`src/rtl/sd_pkg.sv`:
```
package sd_pkg;
    typedef logic [1:0] sd_digit_t;

    localparam sd_digit_t SD_ZERO = 2'b00;
    localparam sd_digit_t SD_POS  = 2'b01;
    localparam sd_digit_t SD_NEG  = 2'b11;

    // Zero for either sign when the magnitude bit is clear
    function automatic int sd_to_int(input sd_digit_t d);
        if (!d[0]) return 0;
        return d[1] ? -1 : 1;
    endfunction

    function automatic logic sd_is_neg(input sd_digit_t d);
        return d[1] & d[0];
    endfunction

    // Always emits the canonical zero code
    function automatic sd_digit_t int_to_sd(input int v);
        if (v == 1)  return SD_POS;
        if (v == -1) return SD_NEG;
        return SD_ZERO;
    endfunction
endpackage

```
`src/rtl/sd_xfer_cell.sv`:
```
module sd_xfer_cell
    import sd_pkg::*;
(
    input  sd_digit_t a_i,
    input  sd_digit_t b_i,
    input  sd_digit_t lo_a_i,
    input  sd_digit_t lo_b_i,
    output sd_digit_t xfer_o,
    output sd_digit_t interim_o
);
    int   pair;
    logic lo_nonneg;

    always_comb begin
        pair      = sd_to_int(a_i) + sd_to_int(b_i);
        lo_nonneg = !sd_is_neg(lo_a_i) && !sd_is_neg(lo_b_i);
        xfer_o    = SD_ZERO;
        interim_o = SD_ZERO;
        case (pair)
            2:  xfer_o = SD_POS;
            -2: xfer_o = SD_NEG;
            1: begin
                if (lo_nonneg) begin
                    xfer_o    = SD_POS;
                    interim_o = SD_NEG;
                end else begin
                    interim_o = SD_POS;
                end
            end
            -1: begin
                if (lo_nonneg) begin
                    interim_o = SD_NEG;
                end else begin
                    xfer_o    = SD_NEG;
                    interim_o = SD_POS;
                end
            end
            default: ;
        endcase
    end
endmodule

```
`src/rtl/sd_sum_cell.sv`:
```
module sd_sum_cell
    import sd_pkg::*;
(
    input  sd_digit_t interim_i,
    input  sd_digit_t xfer_i,
    output sd_digit_t digit_o
);
    always_comb begin
        digit_o = int_to_sd(sd_to_int(interim_i) + sd_to_int(xfer_i));
    end
endmodule

```
`src/rtl/sd_out_stage.sv`:
```
module sd_out_stage #(
    parameter int W   = 34,
    parameter bit REG = 1'b1
) (
    input  logic         clk,
    input  logic         rst_n,
    input  logic [W-1:0] d_i,
    output logic [W-1:0] q_o
);
    generate
        if (REG) begin : g_reg
            always_ff @(posedge clk or negedge rst_n) begin
                if (!rst_n) q_o <= '0;
                else        q_o <= d_i;
            end
        end else begin : g_wire
            assign q_o = d_i;
        end
    endgenerate
endmodule

```
`src/rtl/sd_cf_adder.sv`:
```
module sd_cf_adder
    import sd_pkg::*;
#(
    parameter int N       = 16,
    parameter bit REG_OUT = 1'b1
) (
    input  logic                 clk,
    input  logic                 rst_n,
    input  logic [2*N-1:0]       op_a,
    input  logic [2*N-1:0]       op_b,
    output logic [2*(N+1)-1:0]   sum_o
);
    localparam int W_OUT = 2 * (N + 1);

    sd_digit_t xfer    [N];
    sd_digit_t xfer_in [N];
    sd_digit_t interim [N];
    logic [W_OUT-1:0] comb_sum;

    generate
        for (genvar i = 0; i < N; i++) begin : g_pos
            sd_digit_t lo_a, lo_b;
            if (i == 0) begin : g_lsb
                assign lo_a       = SD_ZERO;
                assign lo_b       = SD_ZERO;
                assign xfer_in[i] = SD_ZERO;
            end else begin : g_upper
                assign lo_a       = op_a[2*i-1 -: 2];
                assign lo_b       = op_b[2*i-1 -: 2];
                assign xfer_in[i] = xfer[i-1];
            end

            sd_xfer_cell u_xfer (
                .a_i       (op_a[2*i +: 2]),
                .b_i       (op_b[2*i +: 2]),
                .lo_a_i    (lo_a),
                .lo_b_i    (lo_b),
                .xfer_o    (xfer[i]),
                .interim_o (interim[i])
            );

            sd_sum_cell u_sum (
                .interim_i (interim[i]),
                .xfer_i    (xfer_in[i]),
                .digit_o   (comb_sum[2*i +: 2])
            );


            no_overflow_chk: assert property (@(posedge clk) disable iff (!rst_n)
                (sd_to_int(interim[i]) + sd_to_int(xfer_in[i])) inside {-1, 0, 1});
        end
    endgenerate

    assign comb_sum[W_OUT-1 -: 2] = xfer[N-1];   // top digit

    sd_out_stage #(.W(W_OUT), .REG(REG_OUT)) u_out (
        .clk   (clk),
        .rst_n (rst_n),
        .d_i   (comb_sum),
        .q_o   (sum_o)
    );

    // ---------------- checks ----------------
    function automatic longint vec_val(input logic [W_OUT-1:0] v);
        longint acc = 0;
        for (int j = N; j >= 0; j--) acc = acc * 2 + longint'(sd_to_int(v[2*j +: 2]));
        return acc;
    endfunction

    generate
        for (genvar j = 0; j <= N; j++) begin : g_canon

            canon_zero_chk: assert property (@(posedge clk) disable iff (!rst_n)
                !(sum_o[2*j+1] && !sum_o[2*j]));
        end

        if (REG_OUT) begin : g_reg_chk
            logic past_ok;
            always_ff @(posedge clk or negedge rst_n) begin
                if (!rst_n) past_ok <= 1'b0;
                else        past_ok <= 1'b1;
            end

            value_chk: assert property (@(posedge clk) disable iff (!rst_n)
                past_ok |-> vec_val(sum_o) == $past(vec_val({2'b00, op_a}) + vec_val({2'b00, op_b})));

            reset_clear_chk: assert property (@(posedge clk) disable iff (!rst_n)
                !past_ok |-> sum_o == '0);
        end else begin : g_comb_chk

            value_chk: assert property (@(posedge clk) disable iff (!rst_n)
                vec_val(sum_o) == vec_val({2'b00, op_a}) + vec_val({2'b00, op_b}));
        end
    endgenerate
endmodule

```
`config.mk`:
```
export PLATFORM = sky130hd
export DESIGN_NAME = sd_cf_adder
export DESIGN_NICKNAME = d
export VERILOG_FILES = /design/src/rtl/sd_pkg.sv /design/src/rtl/sd_xfer_cell.sv /design/src/rtl/sd_sum_cell.sv /design/src/rtl/sd_out_stage.sv /design/src/rtl/sd_cf_adder.sv
export SDC_FILE = /design/constraint.sdc
export NUM_CORES = 1
export LEC_CHECK = 0
export ABC_AREA = 1
export BUFFER_PORTS_ARGS = -buffer_cell sky130_fd_sc_hd__buf_2
export CORE_MARGIN = 1
export CORE_UTILIZATION = 35
export CTS_BUF_LIST = sky130_fd_sc_hd__clkbuf_8
export CTS_CLUSTER_SIZE = 8
export DETAILED_ROUTE_END_ITERATION = 8
export MAX_ROUTING_LAYER = met4
export PLACE_DENSITY = 0.6
export SLEW_MARGIN = 20
export SYNTH_ARGS = -nofsm -noshare
export SYNTH_HDL_FRONTEND = slang
export SYNTH_SLANG_ARGS = --single-unit
```
`constraint.sdc`:
```
create_clock -name clk -period 1.41 [get_ports clk]
set_input_delay 0.141 -clock clk [delete_from_list [all_inputs] [get_ports clk]]
set_output_delay 0.141 -clock clk [all_outputs]
set_load 0.01 [all_outputs]
```
==> impl_results.md <==
* Clk slew on worst S/H paths at 80 ps
* F_max at 355 MHz
* FP Rows at 43
* Pleak at 0.00409 uW
* Post-DP HPWL at 9880 um
* CTS tree: built
* Synth Instances at 610
* Post-Place Setup Slack at -1840 ps
* Total grt overflow at 0
* Worst Hold Path EP: u_out.q_o[1]$_DFF_PN0_
* DRT iter0 DRCs at 101
* Combinational share of power at 0.592
* Syn_area_per_cell at 8.36 sq um
* Drt wl/cell at 11.6 um
* Critical Path RT at 1650 ps
* Fin. Hold Viols at 0
* Initial antenna violation count at 0
* Worst-Margin Slew at 485 ps
* Routability cong. at 0.816
* Met2 wire len at 6700 um
* Kind of end point of the critical path: register
* Layout cells sized above 1 at 0.564
* Number of remaining DRC errors at 0
* Top sig layer: met4
* Vias/cell at 4.56
* Synth Net Count at 802
* Synth unique cells at 27
* Filler cell count at 1218
* Max_cap viols at 0
* Failing checks: setup timing
* CTS buffer count at 5
* Vias in the first global route at 5172
* First-pass GRT wire length at 20700 um
* Final Cycle Share at 2.00
* Cell Pwr Density at 557 nW/um^2
* Post-Syn Area at 5100 sq um
* Initial Utilization at 0.363
* Syn-to-layout area delta at 58.2%
* Final WL at 12200 um
* Peak supply drop at 0.356 mV
* Crit path DAT at 3050 ps
* RSZ-0062 raised after global routing: true
* Largest net degree at the start of global routing at 19
* Hold Startpoint: op_a[0]
* Min Tclk post-route at 2810 ps
* Register area share after synthesis at 0.162
* Hold_ws at 174 ps
* Ports at 100
* Setup Crit Path Kind: in -> reg
* Routed vias at 4793
* Number of flip-flops in the largest register at 33
* Root Driver: clkbuf_8
* Final setup viols at 32
* Crit path launch type: primary input
* Die ar. at 15100 sq um
* Met1 wire length at 4820 um
* Hold Path Depth at 4
* Global Route Usage Sum at 0.176
* Internal Power at 2650 uW
* Storage cell area at 826 sq um
* Chip Width at 123 um
* Psw at 1850 uW
* ANT cells at 0
* Area of the multi-input gates at 4480 sq um
* Max clock buf depth at 2
* YS warnings at 0
* Final Power at 4500 uW
* Nets at 1061
* Max-slew violation count at 0
* DRT Pass-1 Iters at 4
* Post-DRT Antenna Nets at 0
* Post-layout util at 0.575
* Critical Path Fanout Max at 3
* Top flop regs: u_out.q_o (33)
* Final WS setup at -1400 ps
* Hold crit path type: in -> reg
* IO buf count at 99
* CTS sink count at 33
* Core ar. at 14000 sq um
* FF+latch count, synth at 33
* Met3 wire length at 500 um
* Top reg by flops: u_out.q_o
* Sequential power share at 0.240
* Status: finished, violations left
* Part of the power in the clock network at 0.168
* H-tree Lvls at 2
* DIE HEIGHT at 123 um
* Slew HR at 0.677
* Switching Fraction at 0.410
logic make-up after synthesis:
logic type               after synthesis  synth area share
AO/OA/AOI/OAI                         51            0.0750
buffers and inverters                145             0.107
AND/OR/NAND/NOR                      255             0.229
adder cells (fa/ha/maj)              126             0.427
flip-flops                            33             0.162
critical path: stages:
cell      delay [ps]
buf_8             80
ha_4             130
inv_4             40
fa_2             360
fa_2             380
nand2_2           90
inv_2             50
o211ai_1         190
nand3_1          110
ha_2             210
fa_2             370
fa_1             460
or3_1            320
o22ai_1          140
timing repair:
action                                  CTS  global route
buffers inserted                         20             3
endpoints found under the setup margin   32            33
gates cloned                              0             0
resized for setup                       107            63
hold buffers                              1             0
pin swaps                               117            46
endpoints found under the hold margin    17             0
synth_stat cells:
library cell	count	area, sq um
o211ai_1	16	120
dfrtp_1	33	826
nand4_1	27	169
nand3_2	2	20.0
o21ai_0	7	35.0
nand3_1	40	200
inv_2	6	22.5
buf_4	1	7.51
nand2_1	112	420
and2_1	1	6.26
a21oi_1	12	60.1
nand2_2	5	31.3
o22ai_1	3	18.8
nor3b_1	1	7.51
nand3b_1	2	15.0
ha_1	46	576
nor2_2	8	50.1
inv_1	138	518
fa_1	80	1600
o21bai_1	2	15.0
a211o_1	1	8.76
nor3_1	2	10.0
nor2_4	1	11.3
or3_1	1	6.26
nor2_1	44	165
o31ai_2	10	125
or2_2	9	56.3
cells in the final DEF (no fill, tap or decap), types with 9 or more instances in the layout:
master and count:
buf_8 16, ha_2 12, nand2_1 79, fa_2 41, nor2_4 9, buf_2 75
inv_2 38, buf_6 16, inv_1 103, nor2_1 20, or2_4 9, nand4_1 27
ha_1 17, nand2_2 36, buf_4 144, ha_4 17, fa_1 39, nand3_1 28
a21oi_2 11, dfrtp_1 33, nor2_2 24, o211ai_1 16, nand3_2 13
power by group through the flow:
stage / clock network, uW / registers [uW] / logic [uW]
6_report: 758 / 1080 / 2660
5_1_grt: 838 / 1090 / 2980
4_1_cts: 808 / 1080 / 2560
3_5_place_dp: 0 / 1100 / 2320
3_3_place_gp: 0 / 1100 / 2220
2_1_floorplan: 0 / 1160 / 1340
metrics by stage:
stage          instance area (sq um)  instances  TNS, ps
2_1_floorplan                   5510        610   -32120
3_3_place_gp                    7240       1022   -40230
3_5_place_dp                    7240       1022   -41910
4_1_cts                         7870       1047   -27130
5_1_grt                         8070       1050   -31020
6_report                        8070       1050   -28220
layout make-up:
class / count / area share
multi-input cells: 432 / 0.555
repair buffers: 253 / 0.236
flip-flops and latches: 33 / 0.102
inverters: 144 / 0.0682
well taps: 180 / 0.0279
clock buffers: 5 / 0.00852
clock inverters: 3 / 0.00170
worst max-delay path by stage:
stage	start	end	slack, ps	cells past startpoint
6_report	op_a[24]	u_out.q_o[26]$_DFF_PN0_	-1400	14
5_1_grt	op_b[26]	u_out.q_o[28]$_DFF_PN0_	-1490	17
4_1_cts	op_a[28]	u_out.q_o[28]$_DFF_PN0_	-1400	17
3_5_place_dp	op_a[28]	u_out.q_o[28]$_DFF_PN0_	-1840	16
3_3_place_gp	op_a[28]	u_out.q_o[28]$_DFF_PN0_	-1710	16
2_1_floorplan	op_a[24]	u_out.q_o[26]$_DFF_PN0_	-1630	12
routing by layer:
metal / vias up / GRT usage
met5: - / -
met4: 0 / 0.0373
met3: 14 / 0.0376
met2: 91 / 0.335
met1: 2288 / 0.184
li1: 2400 / -
No activity file was read; power rests on OpenSTA's default activity.
